File: src/rtl/io_sel_pkg.sv
package io_sel_pkg;

    localparam int GROUPS = 4;
    localparam int LINES  = 4;
    localparam int EXT_W  = $clog2(LINES);
    localparam int SEL_W  = GROUPS * LINES;

    typedef struct packed {
        logic             mode;
        logic [EXT_W-1:0] ext;
    } ctrl_t;

endpackage

File: src/rtl/io_sel_addr_dec.sv
module io_sel_addr_dec
    import io_sel_pkg::*;
#(
    parameter int                        ADDR_W    = 6,
    parameter logic [ADDR_W-1:0]         CTRL_ADDR = 6'h13,
    parameter logic [GROUPS*ADDR_W-1:0]  BASE_LIST = {6'h0B, 6'h0A, 6'h09, 6'h08}
) (
    input  logic [ADDR_W-1:0] addr,
    output logic [GROUPS-1:0] grp_hit,
    output logic              base_hit,
    output logic              ctrl_hit
);

    for (genvar g = 0; g < GROUPS; g++) begin : g_cmp
        assign grp_hit[g] = (addr == BASE_LIST[g*ADDR_W +: ADDR_W]);
    end

    assign base_hit = |grp_hit;
    assign ctrl_hit = (addr == CTRL_ADDR);

endmodule

File: src/rtl/io_sel_line_gen.sv
module io_sel_line_gen
    import io_sel_pkg::*;
(
    input  logic [GROUPS-1:0] grp_hit,
    input  logic [EXT_W-1:0]  ext,
    input  logic              qualify,
    output logic [SEL_W-1:0]  sel
);

    for (genvar g = 0; g < GROUPS; g++) begin : g_grp
        for (genvar l = 0; l < LINES; l++) begin : g_line
            assign sel[g*LINES + l] = qualify & grp_hit[g] & (ext == EXT_W'(l));
        end
    end

endmodule

File: src/rtl/io_sel_irq_bank.sv
module io_sel_irq_bank
    import io_sel_pkg::*;
#(
    parameter int DATA_W = 8
) (
    input  logic                clk,
    input  logic                rst_n,
    input  logic [GROUPS-1:0]   grp_hit,
    input  logic                wr_en,
    input  logic [DATA_W-1:0]   wdata,
    input  logic [2*DATA_W-1:0] src,
    output logic [DATA_W-1:0]   rd_word,
    output logic                irq_req
);

    localparam int BANKS = GROUPS / 2;

    typedef struct packed {
        logic [BANKS-1:0][DATA_W-1:0] mask;
        logic [BANKS-1:0][DATA_W-1:0] flag;
    } bank_t;

    bank_t bank_d, bank_q;

    always_comb begin
        bank_d = bank_q;
        for (int b = 0; b < BANKS; b++) begin
            logic [DATA_W-1:0] clr;
            if (wr_en && grp_hit[b]) begin
                bank_d.mask[b] = wdata;
            end
            clr = (wr_en && grp_hit[BANKS + b]) ? wdata : '0;
            // a source that is high wins over a clear in the same cycle
            bank_d.flag[b] = (bank_q.flag[b] & ~clr) | src[b*DATA_W +: DATA_W];
        end
    end

    always_ff @(posedge clk or negedge rst_n) begin
        if (!rst_n) begin
            bank_q <= '0;
        end else begin
            bank_q <= bank_d;
        end
    end

    always_comb begin
        rd_word = '0;
        for (int b = 0; b < BANKS; b++) begin
            if (grp_hit[b])         rd_word = rd_word | bank_q.mask[b];
            if (grp_hit[BANKS + b]) rd_word = rd_word | bank_q.flag[b];
        end
    end

    assign irq_req = |(bank_q.flag & bank_q.mask);

endmodule

File: src/rtl/io_sel_decoder.sv
module io_sel_decoder
    import io_sel_pkg::*;
#(
    parameter int                ADDR_W    = 6,
    parameter int                DATA_W    = 8,
    parameter logic [ADDR_W-1:0] CTRL_ADDR = 6'h13,
    parameter logic [ADDR_W-1:0] BASE_A    = 6'h08,
    parameter logic [ADDR_W-1:0] BASE_B    = 6'h09,
    parameter logic [ADDR_W-1:0] BASE_C    = 6'h0A,
    parameter logic [ADDR_W-1:0] BASE_D    = 6'h0B
) (
    input  logic                clk,
    input  logic                rst_n,
    input  logic [ADDR_W-1:0]   io_addr,
    input  logic                io_rd,
    input  logic                io_wr,
    input  logic [DATA_W-1:0]   io_wdata,
    output logic [DATA_W-1:0]   io_rdata,
    output logic [SEL_W-1:0]    fab_sel,
    output logic                fab_rd,
    output logic                fab_wr,
    input  logic [DATA_W-1:0]   fab_rdata,
    input  logic [2*DATA_W-1:0] fab_irq,
    output logic                irq_req
);

    localparam logic [GROUPS*ADDR_W-1:0] BASE_LIST = {BASE_D, BASE_C, BASE_B, BASE_A};

    logic [GROUPS-1:0] grp_hit;
    logic              base_hit;
    logic              ctrl_hit;
    logic [DATA_W-1:0] bank_word;
    logic [DATA_W-1:0] ctrl_word;

    ctrl_t ctrl_d, ctrl_q;

    io_sel_addr_dec #(
        .ADDR_W    (ADDR_W),
        .CTRL_ADDR (CTRL_ADDR),
        .BASE_LIST (BASE_LIST)
    ) i_addr_dec (
        .addr     (io_addr),
        .grp_hit  (grp_hit),
        .base_hit (base_hit),
        .ctrl_hit (ctrl_hit)
    );

    always_comb begin
        ctrl_d = ctrl_q;
        if (io_wr && ctrl_hit) begin
            ctrl_d.mode = io_wdata[DATA_W-1];
            ctrl_d.ext  = io_wdata[EXT_W-1:0];
        end
    end

    always_ff @(posedge clk or negedge rst_n) begin
        if (!rst_n) begin
            ctrl_q <= '0;
        end else begin
            ctrl_q <= ctrl_d;
        end
    end

    assign fab_rd = io_rd & base_hit & ~ctrl_q.mode;
    assign fab_wr = io_wr & base_hit & ~ctrl_q.mode;

    io_sel_line_gen i_line_gen (
        .grp_hit (grp_hit),
        .ext     (ctrl_q.ext),
        .qualify (fab_rd | fab_wr),
        .sel     (fab_sel)
    );

    io_sel_irq_bank #(
        .DATA_W (DATA_W)
    ) i_irq_bank (
        .clk     (clk),
        .rst_n   (rst_n),
        .grp_hit (grp_hit),
        .wr_en   (io_wr & ctrl_q.mode),
        .wdata   (io_wdata),
        .src     (fab_irq),
        .rd_word (bank_word),
        .irq_req (irq_req)
    );

    always_comb begin
        ctrl_word                = '0;
        ctrl_word[DATA_W-1]      = ctrl_q.mode;
        ctrl_word[EXT_W-1:0]     = ctrl_q.ext;
    end

    always_comb begin
        io_rdata = '0;
        if (io_rd) begin
            if (ctrl_hit) begin
                io_rdata = ctrl_word;
            end else if (base_hit) begin
                io_rdata = ctrl_q.mode ? bank_word : fab_rdata;
            end
        end
    end

endmodule

File: config.mk
export PLATFORM = sky130hd
export DESIGN_NAME = io_sel_decoder
export DESIGN_NICKNAME = d
export VERILOG_FILES = /design/src/rtl/io_sel_pkg.sv /design/src/rtl/io_sel_addr_dec.sv /design/src/rtl/io_sel_line_gen.sv /design/src/rtl/io_sel_irq_bank.sv /design/src/rtl/io_sel_decoder.sv
export SDC_FILE = /design/constraint.sdc
export NUM_CORES = 1
export LEC_CHECK = 0
export BUFFER_PORTS_ARGS = -buffer_cell sky130_fd_sc_hd__buf_2
export CAP_MARGIN = 20
export CORE_ASPECT_RATIO = 0.6
export CORE_MARGIN = 10
export CORE_UTILIZATION = 54
export DETAILED_ROUTE_END_ITERATION = 16
export PLACE_DENSITY_LB_ADDON = 0.25
export REMOVE_ABC_BUFFERS = 1
export SYNTH_ARGS = -nofsm -noshare
export SYNTH_HDL_FRONTEND = slang
export SYNTH_SLANG_ARGS = --single-unit
File: constraint.sdc
create_clock -name clk -period 3 [get_ports clk]
set_input_delay 0.6 -clock clk [delete_from_list [all_inputs] [get_ports clk]]
set_output_delay 0.6 -clock clk [all_outputs]
set_load 0.05 [all_outputs]
Word-level counts from Yosys, hierarchy flattened

Index checks and enable logic that the tools add are counted.

Eq/ne operators: 8
Bitwise logic cells: 37
Mux-type cells: 10
Reduce and logical (&&, ||, !) cells: 8

Operators with widths:

| cell               | number |
|---|---|
| $mux 8             | 10 |
| $or 8x8->8         | 5 |
| $and 1x1->1        | 25 |
| $eq 6x4->1 const B | 4 |
| $and 16x16->16     | 1 |
| $and 8x8->8        | 2 |
| $not 8->8          | 2 |
| $reduce_or 16->1   | 1 |
| $eq 6x5->1 const B | 1 |
| $logic_and 1x1->1  | 5 |
| $eq 2x2->1 const B | 2 |
| $reduce_or 4->1    | 1 |
| $eq 2x1->1 const B | 1 |
| $logic_not 2->1    | 1 |
| $not 1->1          | 1 |
| $or 1x1->1         | 1 |

Register bits after elaboration: 35
Output and inout bits: 27
Input port bits: 42

Depth between registers and ports, before layout

Depth after elaboration: 12
Mapped depth: 6
Gate-level depth less buffers: 4

By module

From an unflattened synthesis, not the netlist that was laid out.

Cell total of the unflattened synthesis: 185
Area, all modules: 2,034.5 um^2

Modules (own cells, without submodules):

| module          | sequential area each (um^2) | cells an instance | area an instance (um^2) | times used |
|---|---|---|---|---|
| io_sel_irq_bank | 800.8                       | 123               | 1,470.2                 | 1 |
| io_sel_decoder  | 75.1                        | 34                | 305.3                   | 1 |
| io_sel_line_gen | 0.0                         | 19                | 190.2                   | 1 |
| io_sel_addr_dec | 0.0                         | 9                 | 68.8                    | 1 |

Worst setup path after synthesis

No wires, ideal clock.

Kind: input port to output port
From: input io_addr[5]
To: output fab_sel[8]
Stages on the path: 4
Arrival time: 2.658 ns
Path slack: -0.258 ns
Buffers on the path: 0
Cells stage by stage: or4b_4 nor3_2 nand3b_1 nor3_1

Longest elaborated chain between the ends: 7
Elaborated cells between the ends (all ways): 12

Ends and longest elaborated chain:

| element                                      | RTL line                                   | RTL |
|---|---|---|
| start, declared                              | io_sel_decoder.sv:14                       | `input logic [ADDR_W-1:0] io_addr,` |
| $eq 6x4->1                                   | io_sel_addr_dec.sv:15                      | `assign grp_hit[g] = (addr == BASE_LIST[g*ADDR_W +: ADDR_W]);` |
| $reduce_or 4->1                              | io_sel_addr_dec.sv:18                      | `assign base_hit = \|grp_hit;` |
| $and 1x1->1 (on tied branches) (2 in series) | io_sel_decoder.sv:64, io_sel_decoder.sv:65 |  |
| $or 1x1->1                                   | io_sel_decoder.sv:70                       | `.qualify (fab_rd \| fab_wr),` |
| $and 1x1->1 (*) (2 in series)                | io_sel_line_gen.sv:12                      | `assign sel[g*LINES + l] = qualify & grp_hit[g] & (ext == EXT_W'(l));` |
| end, declared                                | io_sel_decoder.sv:19                       | `output logic [SEL_W-1:0] fab_sel,` |

Every way passes the cells marked *; elsewhere a longest branch is shown, timed or not.

Worst setup path in the final report

Ends and elaborated chain as after synthesis.

==> qor_table.md <==
| Item | Value | Unit |
|:---|:---|:---|
| Run status | complete, no violations | - |
| Core area | 0.00362 | mm^2 |
| Fraction of power consumed by sequential logic | 45.4 | % |
| Vias after detailed routing | 1755 | - |
| Syn Std Cell Area | 0.00200 | mm^2 |
| Dominant cell by count in the synthesized netlist | dfrtp_1 | - |
| Clock Skew | 5.49 | ps |
| Number of vias per cell after detailed routing | 5.91 | - |
| Global placement routability congestion | 0.825 | - |
| Port Buffers | 68 | - |
| HPWL after detailed placement | 4.43 | mm |
| Top flip-flop cell by instance count after synthesis | dfrtp_1 | - |
| Leading post-synthesis cells by cell area | dfrtp_1 (44%), mux2_2 (11%), mux4_2 (6.8%) | - |
| P per Cell Area | 449 | mW/mm^2 |
| Most frequent cells after synthesis | dfrtp_1 (35), nand2_1 (25), nor2_1 (22), mux2_2 (19), a21o_1 (16) | - |
| Routed len/inst | 19.1 | um |
| Maximum number of pins on one net before global-route repair | 36 | - |
| Number of slew-limit violations in the final report | 0 | - |
| Post-Synth Adder-Cell Area | 0 | % |
| Global routing usage summed across all routing layers | 17.2 | % |
| Peak ir drop on the vdd network | 0.300 | mV |
| Share of the cycle needed by the critical path after routing | 95.9 | % |
| Overall routed net length | 5.68 | mm |
| Die Footprint | 0.00662 | mm^2 |
| Pleak | 1.12 | nW |
| Height of the die | 67.1 | um |
| Xor/xnor share of the synthesized area | 0 | % |
| Number of maximum-capacitance constraint violations | 0 | - |
| Switching power summed over all nets | 0.319 | mW |
| Worst slew pin tran | 788 | ps |
| Worst setup SP type | input port | - |
| Antenna diode instance count | 0 | - |
| Worst reg-to-reg path cell count | 4 | - |
| Switching fraction of total power | 28.4 | % |
| Cts-stage hold buffer count | 0 | - |
| Cell Int Power | 0.803 | mW |
| Proportion of layout cells with a drive suffix above 1 | 44.8 | % |
| Share of the synthesized area in the top cell type | 43.8 | % |
| Critical path class | in2out | - |
| Layout Utilization | 69.1 | % |
| Critical path data required time | 2400 | ps |
| Compound-Gate Fraction of Synth Area | 12.5 | % |
| Number of synthesized register bits | 35 | - |
| Clk pin slew, worst setup/hold paths | 80 | ps |
| Slew headroom | 47.5 | % |
| Clock Tree Buf Depth | 2 | - |
| Wire length of the first global-routing pass | 9.10 | mm |
| Total clock sinks | 35 | - |
| Post-Syn Area per Cell | 11.2 | um^2 |
| FF-to-FF setup slack | 850 | ps |
| Unrepaired setup endpoints after global routing | no | - |
| Final Hold Viols | 0 | - |
| Root buffer selected by CTS | clkbuf_8 | - |
| CP Data Arrival Time | 2280 | ps |
| Most area-hungry cell type in the Yosys netlist | dfrtp_1 | - |
| Number of primary I/O pins | 69 | - |
| Post-route setup slack | 124 | ps |
| Proportion of synthesized area in mux cells | 21.0 | % |
| Number of placement rows | 17 | - |
| Starting Density | 55.3 | % |
| Num CTS Buffers | 5 | - |
| Endpoint of the worst-slack reg-to-reg timing path | i_irq_bank.bank_q[0]$_DFF_PN0_ | - |
| Instance count of the mapped netlist | 179 | - |
| Remaining global-route overflow | 0 | - |
| Horiz. Die Dim | 98.6 | um |
| Critical Path End Type | output pin | - |
| Initial antenna violation count | 0 | - |
| Number of nets with antenna violations after detailed routing | 0 | - |
| Setup WS pre-CTS | 142 | ps |
| Share of the yosys chip area belonging to registers | 43.8 | % |
| Source-to-sink clock delay at the later pin of the worst-skew pair | 300 | ps |
| Minimum clock period | 2880 | ps |
| Clock network fraction of total power | 39.9 | % |
| Area delta synth->final | 25.0 | % |
| Number of gates resized after CTS | 0 | - |
| Total number of nets in the final design | 291 | - |
| Count of endpoints failing setup in the final report | 0 | - |
| First-pass iteration count of the detailed router | 4 | - |
| Total number of H-tree levels | 2 | - |
| Clock tree from TritonCTS | built | - |
| Number of unique standard cell types used by synthesis | 34 | - |
| Worst min-delay path category | in2async | - |
| Drt initial violations | 117 | - |
| DR DRC count | 0 | - |
| # Post-CTS Setup Buffers | 0 | - |
| Combinational share of power | 14.7 | % |
| Worst r2r src | ctrl_q[2]$_DFFE_PN0P_ | - |
| EDFF count, synth | 0 | - |
| Main combinational cell family by area after synthesis | multiplexers | - |
| Share of flip-flops with an asynchronous set or reset | 100 | % |
| Synth warnings | 0 | - |
| Post-synthesis simple-gate area fraction | 20.5 | % |
| Via count of the first global-routing pass | 1772 | - |
| Fmax | 348 | MHz |
| Maximum fanout along the worst path | 4 | - |
critical path: stages:
cell      delay (ps)
buf_2            130
or4b_4           590
nor3_2           300
nand3b_1         200
nor3_1           160
buf_2            290
sequential cells by signal, summed over array words and instances (netlist names):
| signal | cells |
|---|---|
| i_irq_bank.bank_q | 32 |
| ctrl_q | 3 |
logic make-up (layout without fill, tap and decap cells):
family | Yosys count | in the layout
and+or+nand+nor | 70 | 70
DFF | 35 | 35
AOI/OAI and AO/OA | 32 | 32
muxes | 32 | 32
buffers and inverters | 10 | 81
layout make-up:
type | instances | area [um^2]
inverter | 2 | 7.51
fill | 289 | 1120
sequential | 35 | 876
clock buffer | 5 | 68.8
clock inverter | 3 | 47.5
timing repair buffer | 71 | 363
multi-input combinational | 134 | 1080
tap | 47 | 58.8
stage by stage:
stage                     cell area [um^2]  std cells  hold slack (ps)  TNS (ps)  total power [mW]
final                                 2500        297              366         0              1.12
after global routing                  2500        297              407         0              1.17
after CTS                             2500        297              386         0              1.13
after detailed placement              2380        289              495         0             0.685
after global placement                2380        289              496         0             0.682
after floorplan                       1960        171              304     -1240             0.603
power by group through the flow:
| stage | Clock, mW | Combinational (mW) | Sequential (mW) |
|---|---|---|---|
| after floorplan | 0 | 0.0936 | 0.510 |
| after global placement | 0 | 0.164 | 0.518 |
| after detailed placement | 0 | 0.166 | 0.519 |
| after CTS | 0.457 | 0.167 | 0.509 |
| after global routing | 0.479 | 0.180 | 0.512 |
| final | 0.448 | 0.165 | 0.510 |
cell usage in the layout, fill, tap and decap left out, drive strengths merged:
cell type  Yosys  routed
nand2         25      25
nand4          1       1
or4b           1       1
nand3b         3       3
nor2          22      22
nand3          3       3
buf            7      71
o211ai         2       2
nor4b          2       2
nor3b          3       3
a21oi          1       1
a311oi         1       1
nor4           1       1
o32ai          2       2
mux2          19      19
a21o          16      16
clkinv         0       1
dfrtp         35      35
mux4           6       6
nand2b         2       2
bufinv         0       1
and2           1       1
mux2i          7       7
inv            2       3
nor3           6       6
clkbuf         1       5
a31oi          2       2
a22o           4       4
a221oi         4       4
worst max path at each step:
stage                from          to  slack [ps]  cells past startpoint
2_1_floorplan  io_addr[5]  fab_sel[4]        -250                      4
3_3_place_gp   io_addr[5]  fab_sel[8]         180                      6
3_5_place_dp   io_addr[5]  fab_sel[8]         140                      6
4_1_cts        io_addr[5]  fab_sel[8]         140                      6
5_1_grt        io_addr[5]  fab_sel[8]          10                      6
6_report       io_addr[5]  fab_sel[8]         120                      6
metal layers:
layer  wire [um]  up-vias  track usage, %
li1            -      802               -
met2        2630       78            26.8
met1        2390      862            22.0
met3         538       13            4.68
met4         118        0            8.54
met5           0        -               0
(Power assumes the default switching activity.)
